--- src/rtl/seg_pkg.sv ---
package seg_pkg;

    localparam int SECTOR_BYTES_D = 512;
    localparam int PKT_BYTES_D    = 64;
    localparam int LBA_W_D        = 32;
    localparam int CNT_W_D        = 16;
    localparam int DATA_W_D       = 8;

    typedef enum logic [2:0] {
        S_IDLE,
        S_FETCH,
        S_SEND,
        S_WAIT_ACK,
        S_RECV,
        S_FLUSH,
        S_STATUS
    } seq_state_e;

    typedef enum logic [2:0] {
        PH_CMD    = 3'd0,
        PH_OUT    = 3'd1,
        PH_IN     = 3'd2,
        PH_STATUS = 3'd4
    } phase_e;

    typedef struct packed {
        logic first;
        logic last;
    } pkt_marks_t;

    function automatic phase_e phase_of(input seq_state_e s);
        case (s)
            S_FETCH, S_SEND, S_WAIT_ACK: return PH_IN;
            S_RECV, S_FLUSH:             return PH_OUT;
            S_STATUS:                    return PH_STATUS;
            default:                     return PH_CMD;
        endcase
    endfunction

endpackage

--- src/rtl/seg_sector_ram.sv ---
module seg_sector_ram #(
    parameter int DEPTH  = 512,
    parameter int DATA_W = 8,
    localparam int AW    = $clog2(DEPTH)
) (
    input  logic              clk,
    input  logic              we,
    input  logic [AW-1:0]     waddr,
    input  logic [DATA_W-1:0] wdata,
    input  logic [AW-1:0]     raddr,
    output logic [DATA_W-1:0] rdata
);

    logic [DATA_W-1:0] mem [DEPTH];

    always_ff @(posedge clk) begin
        if (we) mem[waddr] <= wdata;
    end

    assign rdata = mem[raddr];

endmodule

--- src/rtl/seg_sequencer.sv ---
module seg_sequencer
    import seg_pkg::*;
#(
    parameter int SECTOR_BYTES = 512,
    parameter int PKT_BYTES    = 64,
    parameter int LBA_W        = 32,
    parameter int CNT_W        = 16,
    localparam int IDX_W       = $clog2(SECTOR_BYTES),
    localparam int OFF_W       = $clog2(PKT_BYTES),
    localparam int PKTS        = SECTOR_BYTES / PKT_BYTES
) (
    input  logic             clk,
    input  logic             rst,
    input  logic             cmd_valid,
    input  logic             cmd_write,
    input  logic [LBA_W-1:0] cmd_lba,
    input  logic [CNT_W-1:0] cmd_count,
    input  logic             rd_valid,
    input  logic             tx_ready,
    input  logic             tx_ack,
    input  logic             rx_valid,
    output seq_state_e       state,
    output logic [IDX_W-1:0] idx,
    output logic [LBA_W-1:0] lba,
    output logic             mem_we,
    output logic             rd_req
);

    localparam int ACK_W = $clog2(PKTS + 1);

    logic [CNT_W-1:0] left;
    logic             idx_end;
    logic             pkt_end;
    logic             last_sector;

    assign idx_end     = (idx == IDX_W'(SECTOR_BYTES - 1));
    assign pkt_end     = (idx[OFF_W-1:0] == OFF_W'(PKT_BYTES - 1));
    assign last_sector = (left == CNT_W'(1));
    assign mem_we      = (state == S_FETCH && rd_valid) || (state == S_RECV && rx_valid);

    always_ff @(posedge clk) begin
        if (rst) begin
            state  <= S_IDLE;
            idx    <= '0;
            lba    <= '0;
            left   <= '0;
            rd_req <= 1'b0;
        end else begin
            rd_req <= 1'b0;
            case (state)
                S_IDLE: if (cmd_valid) begin
                    lba  <= cmd_lba;
                    left <= cmd_count;
                    idx  <= '0;
                    if (cmd_count == '0) begin
                        state <= S_STATUS;
                    end else if (cmd_write) begin
                        state <= S_RECV;
                    end else begin
                        state  <= S_FETCH;
                        rd_req <= 1'b1;
                    end
                end
                S_FETCH: if (rd_valid) begin
                    idx <= idx + 1'b1;
                    if (idx_end) state <= S_SEND;
                end
                S_SEND: if (tx_ready) begin
                    idx <= idx + 1'b1;
                    if (pkt_end) state <= S_WAIT_ACK;
                end
                S_WAIT_ACK: if (tx_ack) begin
                    if (idx == '0) begin
                        left <= left - 1'b1;
                        lba  <= lba + 1'b1;
                        if (last_sector) begin
                            state <= S_STATUS;
                        end else begin
                            state  <= S_FETCH;
                            rd_req <= 1'b1;
                        end
                    end else begin
                        state <= S_SEND;
                    end
                end
                S_RECV: if (rx_valid) begin
                    idx <= idx + 1'b1;
                    if (idx_end) state <= S_FLUSH;
                end
                S_FLUSH: begin
                    idx <= idx + 1'b1;
                    if (idx_end) begin
                        left  <= left - 1'b1;
                        lba   <= lba + 1'b1;
                        state <= last_sector ? S_STATUS : S_RECV;
                    end
                end
                S_STATUS: state <= S_IDLE;
                default:  state <= S_IDLE;
            endcase
        end
    end

    // Acknowledge tally between fetches, kept for the checks below only.
    logic [ACK_W-1:0] acks_seen;
    logic             fetched_once;

    always_ff @(posedge clk) begin
        if (rst || state == S_IDLE) begin
            acks_seen    <= '0;
            fetched_once <= 1'b0;
        end else if (rd_req) begin
            acks_seen    <= '0;
            fetched_once <= 1'b1;
        end else if (state == S_WAIT_ACK && tx_ack) begin
            acks_seen <= acks_seen + 1'b1;
        end
    end

    a_r4_fetch_after_all_acks: assert property (@(posedge clk) disable iff (rst)
        (rd_req && fetched_once) |-> (acks_seen == ACK_W'(PKTS)));

    a_r2_req_single_cycle: assert property (@(posedge clk) disable iff (rst)
        rd_req |=> !rd_req);

    a_r7_status_one_cycle: assert property (@(posedge clk) disable iff (rst)
        (state == S_STATUS) |=> (state == S_IDLE));

    a_r8_zero_count_status: assert property (@(posedge clk) disable iff (rst)
        (state == S_IDLE && cmd_valid && cmd_count == '0) |=> (state == S_STATUS));

    a_r6_flush_on_full_sector: assert property (@(posedge clk) disable iff (rst)
        (state == S_RECV && rx_valid && idx != IDX_W'(SECTOR_BYTES - 1)) |=> (state == S_RECV));

endmodule

--- src/rtl/sector_pkt_bridge.sv ---
module sector_pkt_bridge
    import seg_pkg::*;
#(
    parameter int SECTOR_BYTES = SECTOR_BYTES_D,
    parameter int PKT_BYTES    = PKT_BYTES_D,
    parameter int LBA_W        = LBA_W_D,
    parameter int CNT_W        = CNT_W_D,
    parameter int DATA_W       = DATA_W_D,
    localparam int IDX_W       = $clog2(SECTOR_BYTES),
    localparam int OFF_W       = $clog2(PKT_BYTES),
    localparam int ADDR_W      = LBA_W + IDX_W
) (
    input  logic              clk,
    input  logic              rst,
    input  logic              cmd_valid,
    output logic              cmd_ready,
    input  logic              cmd_write,
    input  logic [LBA_W-1:0]  cmd_lba,
    input  logic [CNT_W-1:0]  cmd_count,
    output logic              st_rd_req,
    output logic [ADDR_W-1:0] st_rd_addr,
    input  logic              st_rd_valid,
    input  logic [DATA_W-1:0] st_rd_data,
    output logic              tx_valid,
    input  logic              tx_ready,
    output logic [DATA_W-1:0] tx_data,
    output logic              tx_first,
    output logic              tx_last,
    input  logic              tx_ack,
    input  logic              rx_valid,
    output logic              rx_ready,
    input  logic [DATA_W-1:0] rx_data,
    output logic              st_wr_go,
    output logic [ADDR_W-1:0] st_wr_addr,
    output logic              st_wr_valid,
    output logic [DATA_W-1:0] st_wr_data,
    output logic [2:0]        phase
);

    seq_state_e        state;
    logic [IDX_W-1:0]  idx;
    logic [LBA_W-1:0]  lba;
    logic              mem_we;
    logic [DATA_W-1:0] mem_wdata;
    logic [DATA_W-1:0] mem_rdata;
    pkt_marks_t        marks;
    logic [OFF_W-1:0]  off;

    seg_sequencer #(
        .SECTOR_BYTES(SECTOR_BYTES),
        .PKT_BYTES   (PKT_BYTES),
        .LBA_W       (LBA_W),
        .CNT_W       (CNT_W)
    ) u_seq (
        .clk      (clk),
        .rst      (rst),
        .cmd_valid(cmd_valid),
        .cmd_write(cmd_write),
        .cmd_lba  (cmd_lba),
        .cmd_count(cmd_count),
        .rd_valid (st_rd_valid),
        .tx_ready (tx_ready),
        .tx_ack   (tx_ack),
        .rx_valid (rx_valid),
        .state    (state),
        .idx      (idx),
        .lba      (lba),
        .mem_we   (mem_we),
        .rd_req   (st_rd_req)
    );

    assign mem_wdata = (state == S_FETCH) ? st_rd_data : rx_data;

    seg_sector_ram #(
        .DEPTH (SECTOR_BYTES),
        .DATA_W(DATA_W)
    ) u_ram (
        .clk  (clk),
        .we   (mem_we),
        .waddr(idx),
        .wdata(mem_wdata),
        .raddr(idx),
        .rdata(mem_rdata)
    );

    assign off         = idx[OFF_W-1:0];
    assign marks.first = (off == '0);
    assign marks.last  = (off == OFF_W'(PKT_BYTES - 1));

    assign cmd_ready   = (state == S_IDLE);
    assign st_rd_addr  = {lba, {IDX_W{1'b0}}};
    assign st_wr_addr  = {lba, {IDX_W{1'b0}}};
    assign tx_valid    = (state == S_SEND);
    assign tx_data     = mem_rdata;
    assign tx_first    = tx_valid && marks.first;
    assign tx_last     = tx_valid && marks.last;
    assign rx_ready    = (state == S_RECV);
    assign st_wr_valid = (state == S_FLUSH);
    assign st_wr_go    = st_wr_valid && (idx == '0);
    assign st_wr_data  = mem_rdata;
    assign phase       = phase_of(state);

    a_r3_marks_distinct: assert property (@(posedge clk) disable iff (rst)
        tx_valid |-> !(tx_first && tx_last));

    a_r6_no_rx_during_burst: assert property (@(posedge clk) disable iff (rst)
        st_wr_valid |-> !rx_ready);

    a_r4_hold_after_last: assert property (@(posedge clk) disable iff (rst)
        (tx_valid && tx_ready && tx_last) |=> !tx_valid);

    a_r1_ready_only_idle: assert property (@(posedge clk) disable iff (rst)
        cmd_ready |-> (phase == 3'd0));

    a_r5_go_opens_burst: assert property (@(posedge clk) disable iff (rst)
        (st_wr_valid && !st_wr_go) |-> $past(st_wr_valid));

endmodule

--- config.mk ---
export PLATFORM = sky130hd
export DESIGN_NAME = sector_pkt_bridge
export DESIGN_NICKNAME = d
export VERILOG_FILES = /design/src/rtl/seg_pkg.sv /design/src/rtl/seg_sector_ram.sv /design/src/rtl/seg_sequencer.sv /design/src/rtl/sector_pkt_bridge.sv
export SDC_FILE = /design/constraint.sdc
export NUM_CORES = 2
export LEC_CHECK = 0
export BUFFER_PORTS_ARGS = -buffer_cell sky130_fd_sc_hd__buf_4
export CORE_ASPECT_RATIO = 1.25
export CORE_UTILIZATION = 40
export DETAILED_ROUTE_END_ITERATION = 7
export PLACE_DENSITY = 0.61
export SYNTH_ARGS = -nofsm -noshare
export SYNTH_HDL_FRONTEND = slang
export SYNTH_SLANG_ARGS = --single-unit
--- constraint.sdc ---
create_clock -name clk -period 7.2 [get_ports clk]
set_clock_uncertainty 0.1 [all_clocks]
set_input_delay 0.72 -clock clk [delete_from_list [all_inputs] [get_ports clk]]
set_output_delay 0.72 -clock clk [all_outputs]
set_load 0.01 [all_outputs]
-- Yosys cells after proc, flatten, opt, wreduce, memory -nomap -nowiden
Memory sizes are Yosys's and may differ from the RTL's. A register that Yosys moved wholly into a read port is not among the register bits.
Cells that the tools add are included.
- $add $sub $neg: 3
- equality and inequality tests: 19
- mux-type cells: 43
- reduce and logical (&&, ||, !) cells: 17
- operator list (cell ; number):
    32-bit two-way mux ; 4
    32-bit case mux with 3 select lines ; 1
    16-bit two-way mux ; 4
    9-bit two-way mux ; 6
    16-bit case mux with 3 select lines ; 1
    9-bit case mux with 5 select lines ; 1
    3-bit two-way mux ; 13
    32-bit by 1-bit adder with 32-bit output (second input constant) ; 1
    3-bit case mux with 6 select lines ; 1
    16-bit by 1-bit equality test with 1-bit output (second input constant) ; 1
    16-bit zero test ; 1
    16-bit by 1-bit subtractor with 16-bit output (second input constant) ; 1
    2-bit by 1-bit != test with 1-bit output (second input constant) ; 5
    2-bit != test (second input constant) ; 5
    5-bit AND reduction ; 2
    9-bit by 1-bit adder with 9-bit output (second input constant) ; 1
    3-bit equality test (second input constant) ; 3
    9-bit equality test (second input constant) ; 1
    9-bit zero test ; 1
    3-bit case mux with 3 select lines ; 1
    9-bit AND reduction ; 1
    1-bit two-way mux ; 8
    8-bit two-way mux ; 1
    3-bit by 2-bit equality test with 1-bit output (second input constant) ; 2
    12 further kinds ; 16
- register bits: 61
- memory bits (writable): 4096
- input port bits: 72
- output and inout bits: 109
- word-level logic and storage cells: 88
- memories: 1
- memory list (memory ; depth ; width ; read ports ; clocked after memory_dff ; wr ports ; RTL line ; text):
    u_ram.mem ; 512 ; 8 ; 1 ; 1 ; 1 ; seg_sector_ram.sv:14 ; logic [DATA_W-1:0] mem [DEPTH];

-- Longest topological paths before layout
- depth in word-level cells: 5
- mapped depth: 15
- depth with buffers taken out: 10

-- By module
Synthesis repeated with hierarchy kept, for this count alone.
- cells, all modules: 8662
- area, all modules: 164506.5 µm²
- modules (own cells, without submodules) (module ; instances ; cells each ; area an instance (µm²) ; sequential area each (µm²)):
    seg_sector_ram ; 1 ; 8022 ; 159767.0 ; 122998.0
    seg_sequencer ; 1 ; 554 ; 4082.7 ; 1221.2
    sector_pkt_bridge ; 1 ; 86 ; 656.9 ; 0.0

-- Worst setup path after synthesis
OpenSTA, ideal clock, no wires.
- path kind: reg-to-reg
- start: register u_seq.state[0]
- end: memory u_ram.mem[0][0] (data pin)
- library setup time: 0.912 ns
- arrival time: 4.516 ns
- required time: 6.188 ns
- slack: 1.672 ns
- stages on the path, launching flop included: 4
- buffers on the path: 1
- period minus slack after synthesis: 5.528 ns
- cell sequence: dfxtp_1 > nor3b_1 > clkbuf_1 > mux2_2
- longest elaborated chain between the ends: 2
- ends and longest elaborated chain (item ; RTL line ; text):
    start, declared ; seg_sequencer.sv:22 ; output seq_state_e state,
    start signal, assigned ; seg_sequencer.sv:95 ; state <= last_sector ? S_STATUS : S_RECV;
    3-bit by 1-bit equality test with 1-bit output ; sector_pkt_bridge.sv:72 ; assign mem_wdata = (state == S_FETCH) ? st_rd_data : rx_data;
    8-bit two-way mux ; sector_pkt_bridge.sv:72 ;
    net mem_wdata[0] ; sector_pkt_bridge.sv:44 ; logic [DATA_W-1:0] mem_wdata;
    end, declared ; seg_sector_ram.sv:14 ;
The timed path passes the listed nets, and every way through them passes these cells.

==> run metrics <==
Initial Utilization 40.2%; switch share 26.3%; Slew Limit Fails 0; Final Hold Fails 0; Max Fclk 136 MHz; DRT iter0 DRCs 10,200; Placed Area 172,000 µm²; Synth Flop Type edfxtp_1; number of global-route vias before repair 87,800; Remaining Overflow, GRT 0; Warnings, synthesis 0; final worst-path setup slack -0.155 ns; run status finished with violations; chip height 721 µm; die area 416,000 µm²; clock transition at the registers of the reported paths 0.06 ns; hold crit path type in2reg; most frequent cells in the layout edfxtp_1 (4,096), mux2i_1 (746), nor2_1 (662); storage element area 124,000 µm²; Setup-failing EPs final 2; startpoint types flop; mapped cell area 166,000 µm²; worst vdd rail ir drop 0.000389 V; Die X 577 µm; worst reg2reg path depth 6; TritonCTS clock tree done; Relative slew margins 0.146%; DR WL/cell 31.4 µm; share of post-route cells with drive strength above 1 17.9%; worst slew pin tran 1.50 ns; CTS Buffer Depth 4; Post-synth ARST share 0%; final WL 459 mm; vias 87,600; Net Switching 15,500 µW; hold wc startpoint cmd_lba[30]; DR pass1 iterations 6; Worst path top cell family by delay compound AO/OA/AOI/OAI gates; crit path capture type output pin; sequential share of power 48.1%; unrepaired setup endpoints after global routing no; failing checks setup timing; mean area per synthesized cell 19.1 µm²; Crit Path Max Fanout 62; Hold Crit Depth 3; Placeable Area 411,000 µm²; Req. time, crit path 6.38 ns; sink count of the clock tree 4,166; combinational power share 16.5%; reg-to-reg critical path startpoint u_seq.state[0]; number of buffers added on ports 162; cells after synthesis 8,675; std cell rows 263; most frequent CP cell buf_4; IO Pins 181; Nets 8,943; Root Buffer clkbuf_16; Min-Delay Endpoint u_seq.lba[30]; CP peak stage delay 1.00 ns; Seq/Total Area, Yosys 75.1%; Post CTS Setup Buffer Count 0; antenna violations before repair 21; CTS buffer count 390; htree depth 5; Filler Cells Inserted 34,500; Via density 5.99; Final Wtd Congestion 0.895; multi-input gate area in the final layout 37,500 µm²; Crit-path slowest cell nor2b_1; pre-CTS setup slack 0.415 ns; distinct cell type count after synthesis 89; WP buf/inv 3; final hold slack 0.0681 ns; CP Cell Sequence buf_4 -> buf_12 -> nor2b_1 -> nand2_1 -> o21ai_0 -> o32ai_1 -> a2111oi_2 -> o211a_1 -> buf_4; largest net degree at the start of global routing 230; Clk network pwr share 35.4%; total global-route track usage 21.6%; fin crit share 102%; ANT nets after route 0; Area Growth Syn to Fin 11.9%; Pwr per Cell Area 318 nW/µm²; first-pass GRT wire length 651 mm; most common cell after layout, fill and taps aside edfxtp_1; CP Class reg2out; Post-synth EDFFs 4,096; Max-Cap Viols 0; DP HPWL 275 mm; Tmin final 7.35 ns; r2r endpoint u_ram.mem[278][4]; Final Cell Area 185,000 µm²; R2R Setup Slk 2.14 ns; crit path DAT 6.53 ns; FF+latch count, synth 4,166; drt drc 0; Leak 0.0557 µW; Pint 43,400 µW; clock latency on the worst-skew pair 0.96 ns
==> cell usage after synthesis, types with 7 or more instances <==
cell type,n,area share (%)
mux2i_1,746,4.5
buf_6,79,0.54
a211oi_1,46,0.21
buf_1,30,0.068
buf_4,104,0.47
buf_8,35,0.32
a21oi_1,225,0.68
nor4_1,30,0.11
or3_1,10,0.038
and3_1,21,0.079
o22ai_1,203,0.77
nand3_1,89,0.27
nor3b_1,8,0.036
o21ai_0,118,0.36
nor3_1,78,0.24
nand4_1,30,0.11
buf_12,20,0.24
mux4_1,70,1.1
buf_2,99,0.30
a31oi_1,47,0.18
clkbuf_1,258,0.58
a221oi_1,9,0.048
inv_1,12,0.027
edfxtp_1,4096,74
and2_1,42,0.16
dfxtp_1,70,0.85
ha_1,8,0.060
nor2b_1,22,0.083
o221ai_1,281,1.5
and4_1,10,0.053
o21a_1,8,0.036
a211o_1,7,0.037
o31ai_1,13,0.059
mux4_2,602,8.2
a22oi_1,59,0.27
nand2b_1,9,0.034
a2111oi_0,34,0.18
nand2_1,216,0.49
a21o_1,8,0.036
nor2_1,664,1.5
mux2_2,29,0.20
==> logic make-up (layout without fill, tap and decap cells) <==
logic type / Yosys count / in the layout / share of synthesized area [%]
xor+xnor: 8 / 8 / 0.0423
buf+inv: 640 / 1126 / 2.56
flops: 4166 / 4166 / 75.1
simple gates: 1268 / 1268 / 3.41
mux: 1447 / 1447 / 14.0
fa+ha+maj: 8 / 8 / 0.0605
other cells: 1 / 35 / 0.00227
compound gates: 1137 / 1137 / 4.78
==> sequential cells by signal, indices dropped and copies added (netlist names), named ones only <==
| register | cells |
|---|---|
| u_ram.mem | 4096 |
| u_seq.lba | 32 |
| u_seq.left | 16 |
| u_seq.idx | 9 |
| u_seq.state | 3 |
| u_seq.rd_req | 1 |
==> routing by layer <==
metal | GRT usage [%] | share of wire (%) | up-vias
met3 | 3.01 | 7.5 | 787
met2 | 36.7 | 50 | 4234
li1 | - | - | 36100
met5 | 0 | 0.0028 | -
met4 | 8.29 | 4.2 | 2
met1 | 28.1 | 38 | 46500
==> area by class of cell <==
| class | count | area share [%] |
|---|---|---|
| diodes | 17 | 0.0230 |
| clock buffers | 463 | 5.56 |
| clock inverters | 244 | 1.30 |
| inverters | 14 | 0.0365 |
| multi-input cells | 3886 | 20.2 |
| flip-flops and latches | 4166 | 67.2 |
| well taps | 5432 | 3.67 |
| repair buffers | 405 | 2.00 |
==> tightest hold or removal path, cell delays in order <==
cell      delay [ns]
buf_4           0.12
o21ai_0         0.16
a211oi_1        0.07
==> worst max path at each step <==
stage | cells after the start | to | slack [ns] | from
global route | 9 | tx_data[0] | 0.11 | flop
detailed placement | 10 | st_wr_data[6] | 0.42 | flop
finish | 9 | tx_data[0] | -0.15 | flop
floorplan | 3 | u_ram.mem[0][0] | 1.67 | u_seq.state[0]
CTS | 9 | tx_data[0] | 0.01 | flop
global placement | 9 | tx_data[0] | 0.06 | flop
==> metrics by stage <==
| step | power, µW | util (%) | instances | setup TNS (ns) |
|---|---|---|---|---|
| after floorplan | 35900 | - | 8692 | 0 |
| after CTS | 59200 | 45.0 | 14600 | 0 |
| after global placement | 38400 | 41.8 | 13900 | 0 |
| after global routing | 60500 | 45.0 | 14600 | 0 |
| final | 58900 | 45.0 | 14600 | -0.308 |
| after detailed placement | 38600 | 41.8 | 13900 | 0 |
==> power by group through the flow <==
| stage | registers, µW | clock network [µW] | logic, µW |
|---|---|---|---|
| 6_report | 28400 | 20900 | 9740 |
| 4_1_cts | 28300 | 21100 | 9790 |
| 5_1_grt | 28400 | 21900 | 10200 |
| 2_1_floorplan | 29100 | 0 | 6870 |
| 3_5_place_dp | 28900 | 0 | 9760 |
| 3_3_place_gp | 28800 | 0 | 9570 |
==> timing repair <==
| item | 4_1_cts | 5_1_grt |
|---|---|---|
| hold endpoints to repair | 28 | 0 |
| resized for setup | 2 | 0 |
| setup endpoints to repair | 2 | 0 |
| hold buffers | 30 | 0 |
(Power assumes the default switching activity.)
